==> src/rtl/wake_pkg.sv <==
package wake_pkg;
    // Bit positions inside the control word; neighbouring logic decodes these.
    localparam int CTRL_W        = 4;
    localparam int CTRL_ACT_LOW  = 0;
    localparam int CTRL_PULSE    = 1;
    localparam int CTRL_MAGIC_EN = 2;
    localparam int CTRL_LINK_EN  = 3;

    // Event source indices, shared by the gate and the status register.
    localparam int SRC_MAGIC = 0;
    localparam int SRC_LINK  = 1;
    localparam int N_SRC     = 2;

    typedef logic [N_SRC-1:0] src_vec_t;
endpackage

==> src/rtl/wake_evt_gate.sv <==
module wake_evt_gate
    import wake_pkg::*;
(
    input  logic [CTRL_W-1:0] ctrl_i,
    input  logic              magic_evt_i,
    input  logic              link_evt_i,
    output src_vec_t          hit_o
);
    src_vec_t raw;
    src_vec_t en;

    always_comb begin
        raw            = '0;
        en             = '0;
        raw[SRC_MAGIC] = magic_evt_i;
        raw[SRC_LINK]  = link_evt_i;
        en[SRC_MAGIC]  = ctrl_i[CTRL_MAGIC_EN];
        en[SRC_LINK]   = ctrl_i[CTRL_LINK_EN];
    end

    // One qualifier per source.
    for (genvar g = 0; g < N_SRC; g++) begin : g_gate
        assign hit_o[g] = raw[g] & en[g];
    end
endmodule

==> src/rtl/wake_status_reg.sv <==
module wake_status_reg
    import wake_pkg::*;
(
    input  logic     clk,
    input  logic     rst_n,
    input  src_vec_t hit_i,
    input  logic     clear_i,
    output src_vec_t status_o
);
    typedef struct packed {
        src_vec_t bits;
    } st_t;

    st_t st_d, st_q;

    always_comb begin
        st_d = st_q;
        if (clear_i) st_d.bits = '0;
        st_d.bits = st_d.bits | hit_i;   // a new event outranks the clear
    end

    always_ff @(posedge clk or negedge rst_n) begin
        if (!rst_n) st_q <= '0;
        else        st_q <= st_d;
    end

    assign status_o = st_q.bits;

    for (genvar g = 0; g < N_SRC; g++) begin : g_chk
        p_sticky_r7: assert property (@(posedge clk) disable iff (!rst_n)
            (st_q.bits[g] && !clear_i) |=> st_q.bits[g])
            else $error("status bit %0d dropped without clear", g);
        p_event_wins_r9: assert property (@(posedge clk) disable iff (!rst_n)
            (hit_i[g] && clear_i) |=> st_q.bits[g])
            else $error("clear beat event on bit %0d", g);
    end
endmodule

==> src/rtl/wake_pulse_timer.sv <==
module wake_pulse_timer #(
    parameter int PULSE_LEN = 16
) (
    input  logic clk,
    input  logic rst_n,
    input  logic start_i,
    output logic active_o
);
    localparam int CNT_W = $clog2(PULSE_LEN + 1);
    localparam logic [CNT_W-1:0] LOAD_VAL = CNT_W'(PULSE_LEN);

    typedef struct packed {
        logic [CNT_W-1:0] cnt;
    } tm_t;

    tm_t tm_d, tm_q;

    always_comb begin
        tm_d = tm_q;
        if (start_i)
            tm_d.cnt = LOAD_VAL;
        else if (tm_q.cnt != '0)
            tm_d.cnt = tm_q.cnt - 1'b1;
    end

    always_ff @(posedge clk or negedge rst_n) begin
        if (!rst_n) tm_q <= '0;
        else        tm_q <= tm_d;
    end

    assign active_o = (tm_q.cnt != '0);

    p_pulse_load_r6: assert property (@(posedge clk) disable iff (!rst_n)
        start_i |=> (tm_q.cnt == LOAD_VAL))
        else $error("pulse counter not reloaded");
    p_pulse_step_r6: assert property (@(posedge clk) disable iff (!rst_n)
        (!start_i && tm_q.cnt != '0) |=> (tm_q.cnt == $past(tm_q.cnt) - 1'b1))
        else $error("pulse counter skipped");
    p_pulse_idle_r6: assert property (@(posedge clk) disable iff (!rst_n)
        (!start_i && tm_q.cnt == '0) |=> !active_o)
        else $error("pulse started without event");
endmodule

==> src/rtl/wake_event_ctrl.sv <==
module wake_event_ctrl
    import wake_pkg::*;
#(
    parameter int PULSE_LEN = 16
) (
    input  logic              clk,
    input  logic              rst_n,
    input  logic [CTRL_W-1:0] ctrl_i,
    input  logic              magic_evt_i,
    input  logic              link_evt_i,
    input  logic              clear_i,
    output logic              wake_pin_o,
    output logic [N_SRC-1:0]  wake_status_o
);
    typedef struct packed {
        logic latched;
    } lv_t;

    src_vec_t hit;
    logic     any_hit;
    logic     pulse_active;
    logic     wake_active;
    lv_t      lv_d, lv_q;

    wake_evt_gate u_gate (
        .ctrl_i      (ctrl_i),
        .magic_evt_i (magic_evt_i),
        .link_evt_i  (link_evt_i),
        .hit_o       (hit)
    );

    wake_status_reg u_status (
        .clk      (clk),
        .rst_n    (rst_n),
        .hit_i    (hit),
        .clear_i  (clear_i),
        .status_o (wake_status_o)
    );

    assign any_hit = |hit;

    wake_pulse_timer #(.PULSE_LEN(PULSE_LEN)) u_timer (
        .clk      (clk),
        .rst_n    (rst_n),
        .start_i  (any_hit),
        .active_o (pulse_active)
    );

    // Level latch: set by any enabled event, dropped by clear; event wins.
    always_comb begin
        lv_d = lv_q;
        if (clear_i) lv_d.latched = 1'b0;
        if (any_hit) lv_d.latched = 1'b1;
    end

    always_ff @(posedge clk or negedge rst_n) begin
        if (!rst_n) lv_q <= '0;
        else        lv_q <= lv_d;
    end

    always_comb begin
        wake_active = ctrl_i[CTRL_PULSE] ? pulse_active : lv_q.latched;
        wake_pin_o  = wake_active ^ ctrl_i[CTRL_ACT_LOW];
    end

    p_level_hold_r5: assert property (@(posedge clk) disable iff (!rst_n)
        (lv_q.latched && !clear_i) |=> lv_q.latched)
        else $error("level latch dropped without clear");
    p_magic_off_r8: assert property (@(posedge clk) disable iff (!rst_n)
        (!ctrl_i[CTRL_MAGIC_EN] && !wake_status_o[SRC_MAGIC]) |=> !wake_status_o[SRC_MAGIC])
        else $error("disabled magic source set status");
    p_link_off_r8: assert property (@(posedge clk) disable iff (!rst_n)
        (!ctrl_i[CTRL_LINK_EN] && !wake_status_o[SRC_LINK]) |=> !wake_status_o[SRC_LINK])
        else $error("disabled link source set status");
    p_magic_set_r3: assert property (@(posedge clk) disable iff (!rst_n)
        (magic_evt_i && ctrl_i[CTRL_MAGIC_EN]) |=> wake_status_o[SRC_MAGIC])
        else $error("enabled magic event lost");
    p_link_set_r4: assert property (@(posedge clk) disable iff (!rst_n)
        (link_evt_i && ctrl_i[CTRL_LINK_EN]) |=> wake_status_o[SRC_LINK])
        else $error("enabled link event lost");
endmodule

==> config.mk <==
export PLATFORM = sky130hd
export DESIGN_NAME = wake_event_ctrl
export DESIGN_NICKNAME = d
export VERILOG_FILES = /design/src/rtl/wake_pkg.sv /design/src/rtl/wake_evt_gate.sv /design/src/rtl/wake_status_reg.sv /design/src/rtl/wake_pulse_timer.sv /design/src/rtl/wake_event_ctrl.sv
export SDC_FILE = /design/constraint.sdc
export NUM_CORES = 1
export LEC_CHECK = 0
export ABC_AREA = 0
export BUFFER_PORTS_ARGS = -buffer_cell sky130_fd_sc_hd__buf_4
export CAP_MARGIN = 20
export CORE_AREA = 4 4 41 43
export DETAILED_ROUTE_END_ITERATION = 6
export DIE_AREA = 0 0 45 47
export GPL_TIMING_DRIVEN = 0
export PLACE_DENSITY_LB_ADDON = 0.08
export SYNTH_ARGS = -nofsm -noshare
export SYNTH_HDL_FRONTEND = slang
export SYNTH_SLANG_ARGS = --single-unit
==> constraint.sdc <==
create_clock -name clk -period 2.2 [get_ports clk]
set_input_delay 0.44 -clock clk [delete_from_list [all_inputs] [get_ports clk]]
set_output_delay 0.44 -clock clk [all_outputs]
set_load 0.02 [all_outputs]
* Word-level counts from Yosys, hierarchy flattened
Index checks and enable logic that the tools add are counted.
Word-level totals: register bits after elaboration 8, bits in latches 0, RAM bits 0, bits in read-only memories 0, input bits 9, logic and storage cells 18, memories 0
Cells by class: add/subtract/negate cells 1, $mul 0, div/mod/pow operators 0, order comparisons 0, eq/ne operators 0, shifts and indexed selects 0, muxes and demuxes 6, bitwise gates (word level) 4, reductions and logical operators 4
Operator list (number):
- $mux 5 | 2
- $reduce_bool 5->1 | 1
- $sub 5x1->5 const B | 1
- $reduce_bool 2->1 | 2
- $mux 1 | 3
- $and 1x1->1 | 2
- $mux 2 | 1
- $or 2x2->2 | 1
- $reduce_or 2->1 | 1
- $xor 1x1->1 | 1

* Depth between registers and ports, before layout
word-level depth 3, mapped depth 6

* Modules after synthesis
A second synthesis with hierarchy kept.
Second synthesis, totals: cells, all modules 38, area, all modules 406.6 sq um
By module, submodules not included:
- wake_pulse_timer | instances 1, cells an instance 25, area an instance 261.5 sq um, seq. area each 125.1 sq um
- wake_status_reg | instances 1, cells an instance 5, area an instance 68.8 sq um, seq. area each 50.0 sq um
- wake_event_ctrl | instances 1, cells an instance 6, area an instance 63.8 sq um, seq. area each 25.0 sq um
- wake_evt_gate | instances 1, cells an instance 2, area an instance 12.5 sq um, seq. area each 0.0 sq um

* Worst setup path after synthesis
Ideal clock, no wire load.
path kind reg-to-output, start register u_timer.tm_q[0] (netlist name), end output wake_pin_o, arrival time 1597 ps, data required time 1760 ps, slack 163 ps, cell stages (with the launch flop) 7, buffers on the path 1, cells stage by stage dfrtp_1 > inv_1 > ha_1 > or4b_1 > buf_2 > mux2i_4 > xnor2_1
On the way: longest elaborated chain between the ends 3
RTL lines:
- start, declared | RTL line wake_pulse_timer.sv:16 | tm_t tm_d, tm_q;
- start signal, assigned | RTL line wake_pulse_timer.sv:28 | else tm_q <= tm_d;
- $reduce_bool 5->1 | RTL line wake_pulse_timer.sv:31 | assign active_o = (tm_q.cnt != '0);
- $mux 1 | RTL line wake_event_ctrl.sv:62 | wake_active = ctrl_i[CTRL_PULSE] ? pulse_active : lv_q.latched;
- $xor 1x1->1 | RTL line wake_event_ctrl.sv:63 | wake_pin_o = wake_active ^ ctrl_i[CTRL_ACT_LOW];
- end, declared | RTL line wake_event_ctrl.sv:12 | output logic wake_pin_o,
Every way passes these cells.

* Worst setup path in the final report
start register u_timer.tm_q[1] (netlist name), end output wake_pin_o
Same word-level chain as after synthesis.

==> metrics.txt <==
most frequent cells in the layout=16 x buf_4, 8 x dfrtp_1, 4 x nand2_1; first-pass GRT wire length=1480 microns; Comb pwr share=48.2%; Slew Limit Fails=0; LEAKAGE=0.275 nW; pin count of the biggest net entering global routing=9; Final Critical Period=2220 ps; main area contributors after synthesis=dfrtp_1 51%, mux2i_4 5.7%, nand2b_1 4.7%; drt initial violations=4; share of cells above drive strength 1=41.4%; slowest cell on the critical path=or4b_4; Avg WL per Cell=11.7 microns; measured slew at the worst slew-check pin=257 ps; Layout area overhead=46.2%; CTS H-Tree Depth=1; Synth Register Bits=8; sequential power share=35.3%; Remaining DRCs=0; number of cells on the worst reg-to-reg path=6; port bufs=11; final WL=853 microns; unrepaired setup endpoints after global routing=true; Psw=0.000228 W; syn nets=49; Clock power frac=16.5%; final core occ=44.4%; Clock Skew=10.4 ps; diode count=0; FMAX=450 MHz; later-pin clock latency in the skew report=260 ps; vias in the first global route=373; GRT overflow=0; Routed Antenna Nets=0; worst path arrival time=1780 ps; violated checks=setup timing; period utilisation layout=101%; CTS tree=built; min-delay worst type=in -> reg; clk slew on worst S/H paths=60 ps; crit path kind=reg -> out; Worst setup EP type=output pin; Post-Place Cells=65; worst-path maximum fanout=2; Worst Slack Setup Final=-19.8 ps; count of final setup violators=1; Crit path required time=1760 ps; leading cell type in the layout, fill and taps excluded=buf_4; Distinct cells, synth=18; Max stage delay on crit path=480 ps; PwrDens=1170 mW/mm^2; DRT Pass-1 Iters=4; Reg area=200 sq um; FILL cells=136; final hold violations=0; Final GP Congestion=0.673; area of the multi-input gates=191 sq um; Slew HR=82.7%; Pint=0.000448 W; post-synthesis sequential area ratio=50.6%; gr usage total=10.1%; hold_ws=381 ps; CTS Buf Count=3; die height=47 microns; largest area contributor in the netlist=dfrtp_1; Top delay family on crit path=simple AND/OR/NAND/NOR gates; max-cap violations=0; buffer and inverter count on the worst path=2; final std cells w/o fill=73; CP Depth=6; worst IR drop on VDD=0.000487 V; warnings from Yosys=0; worst hold path depth=2; Rows=13; Initial Utilization=30.4%; die area=0.00212 sq mm; Mapped Area=395 sq um; Sw Share=33.8%; syn_area_per_cell=10.1 sq um; antenna violations before repair=0; I/O pin cnt=12; total number of vias=341; Max clock buf depth=2; top-area cell type share of the netlist area=50.6%; status=finished with violations; CP Launch Type=register; vias per cell=4.67; clock root buffer=clkbuf_4; Net count, final=70; total power=0.000676 W; CTS sink cnt=8; CORE AREA=0.00130 sq mm; die width=45 microns; Cells after Synth=39; Final HPWL DP=649 microns; worst-path cell chain=inv_2, ha_4, or4b_4, mux2i_4, xnor2_1, buf_4
-- final timing paths --
path	start	end	slack, ps
max	u_timer.tm_q[1]$_DFFE_PN0P_	wake_pin_o	-20
min	clear_i	u_status.status_o[1]$_DFF_PN0_	380
max reg2reg	u_timer.tm_q[1]$_DFFE_PN0P_	u_timer.tm_q[0]$_DFFE_PN0P_	660
min reg2reg	u_timer.tm_q[4]$_DFFE_PN0P_	u_timer.tm_q[4]$_DFFE_PN0P_	510
max in group asynchronous	rst_n	u_status.status_o[0]$_DFF_PN0_	1530
min in group asynchronous	rst_n	u_timer.tm_q[1]$_DFFE_PN0P_	530
-- layout make-up --
type / instances / area share [%]
inverters: 4 / 2.60
repair buffers: 17 / 22.5
clock buffers: 3 / 3.90
flip-flops and latches: 8 / 34.6
multi-input cells: 26 / 33.1
well taps: 15 / 3.25
-- power groups by stage --
stage	clock network, W	registers (W)	logic [W]
after global routing	0.000124	0.000246	0.000370
after detailed placement	0	0.000242	0.000233
after CTS	0.000116	0.000238	0.000326
final	0.000112	0.000239	0.000326
after floorplan	0	0.000235	0.000172
after global placement	0	0.000238	0.000221
-- flip-flops by register name, summed over array words and instances (netlist names) --
name,flops
u_timer.tm_q,5
u_status.status_o,2
lv_q,1
-- Yosys cell counts --
| cell type | number |
|---|---|
| or2b_1 | 1 |
| a21o_1 | 1 |
| inv_1 | 4 |
| nand2b_1 | 3 |
| a21oi_1 | 2 |
| nand3b_1 | 2 |
| ha_1 | 1 |
| mux2i_4 | 1 |
| nor2_1 | 3 |
| or4b_1 | 1 |
| dfrtp_1 | 8 |
| nand2_1 | 4 |
| o21ai_0 | 2 |
| nor3_1 | 1 |
| buf_2 | 1 |
| xnor2_1 | 2 |
| nand3_1 | 1 |
| a211oi_1 | 1 |
-- kinds of logic (layout without fill, tap and decap cells) --
logic type,Yosys count,in the layout,synth area share [%]
AO/OA/AOI/OAI,6,6,8.86
adder cells (fa/ha/maj),1,1,3.16
AND/OR/NAND/NOR,16,16,22.1
multiplexers,1,1,5.70
XOR/XNOR,2,2,4.43
flip-flops,8,8,50.6
buffers and inverters,5,24,5.06
-- stage by stage --
stage          instance area, sq um  TNS [ps]  setup slack (ps)
2_1_floorplan                   395         0               163
3_3_place_gp                    497         0              56.1
3_5_place_dp                    497         0              28.0
4_1_cts                         582      -113              -113
5_1_grt                         578      -120              -120
6_report                        578     -19.8             -19.8
-- per-layer routing --
| metal | global-route usage [%] | wire length, microns |
|---|---|---|
| met5 | 0 | 0 |
| met4 | 5.26 | 12 |
| met3 | 3.45 | 59 |
| met2 | 18.4 | 445 |
| met1 | 10.3 | 336 |
-- what timing repair did --
action / CTS / global route
gates resized for setup: 7 / 0
setup endpoints to repair: 1 / 1
hold buffers: 1 / 0
buffers inserted: 4 / 1
pin swaps: 2 / 1
cloned: 0 / 0
hold endpoints to repair: 8 / 0
(Power assumes the default switching activity.)
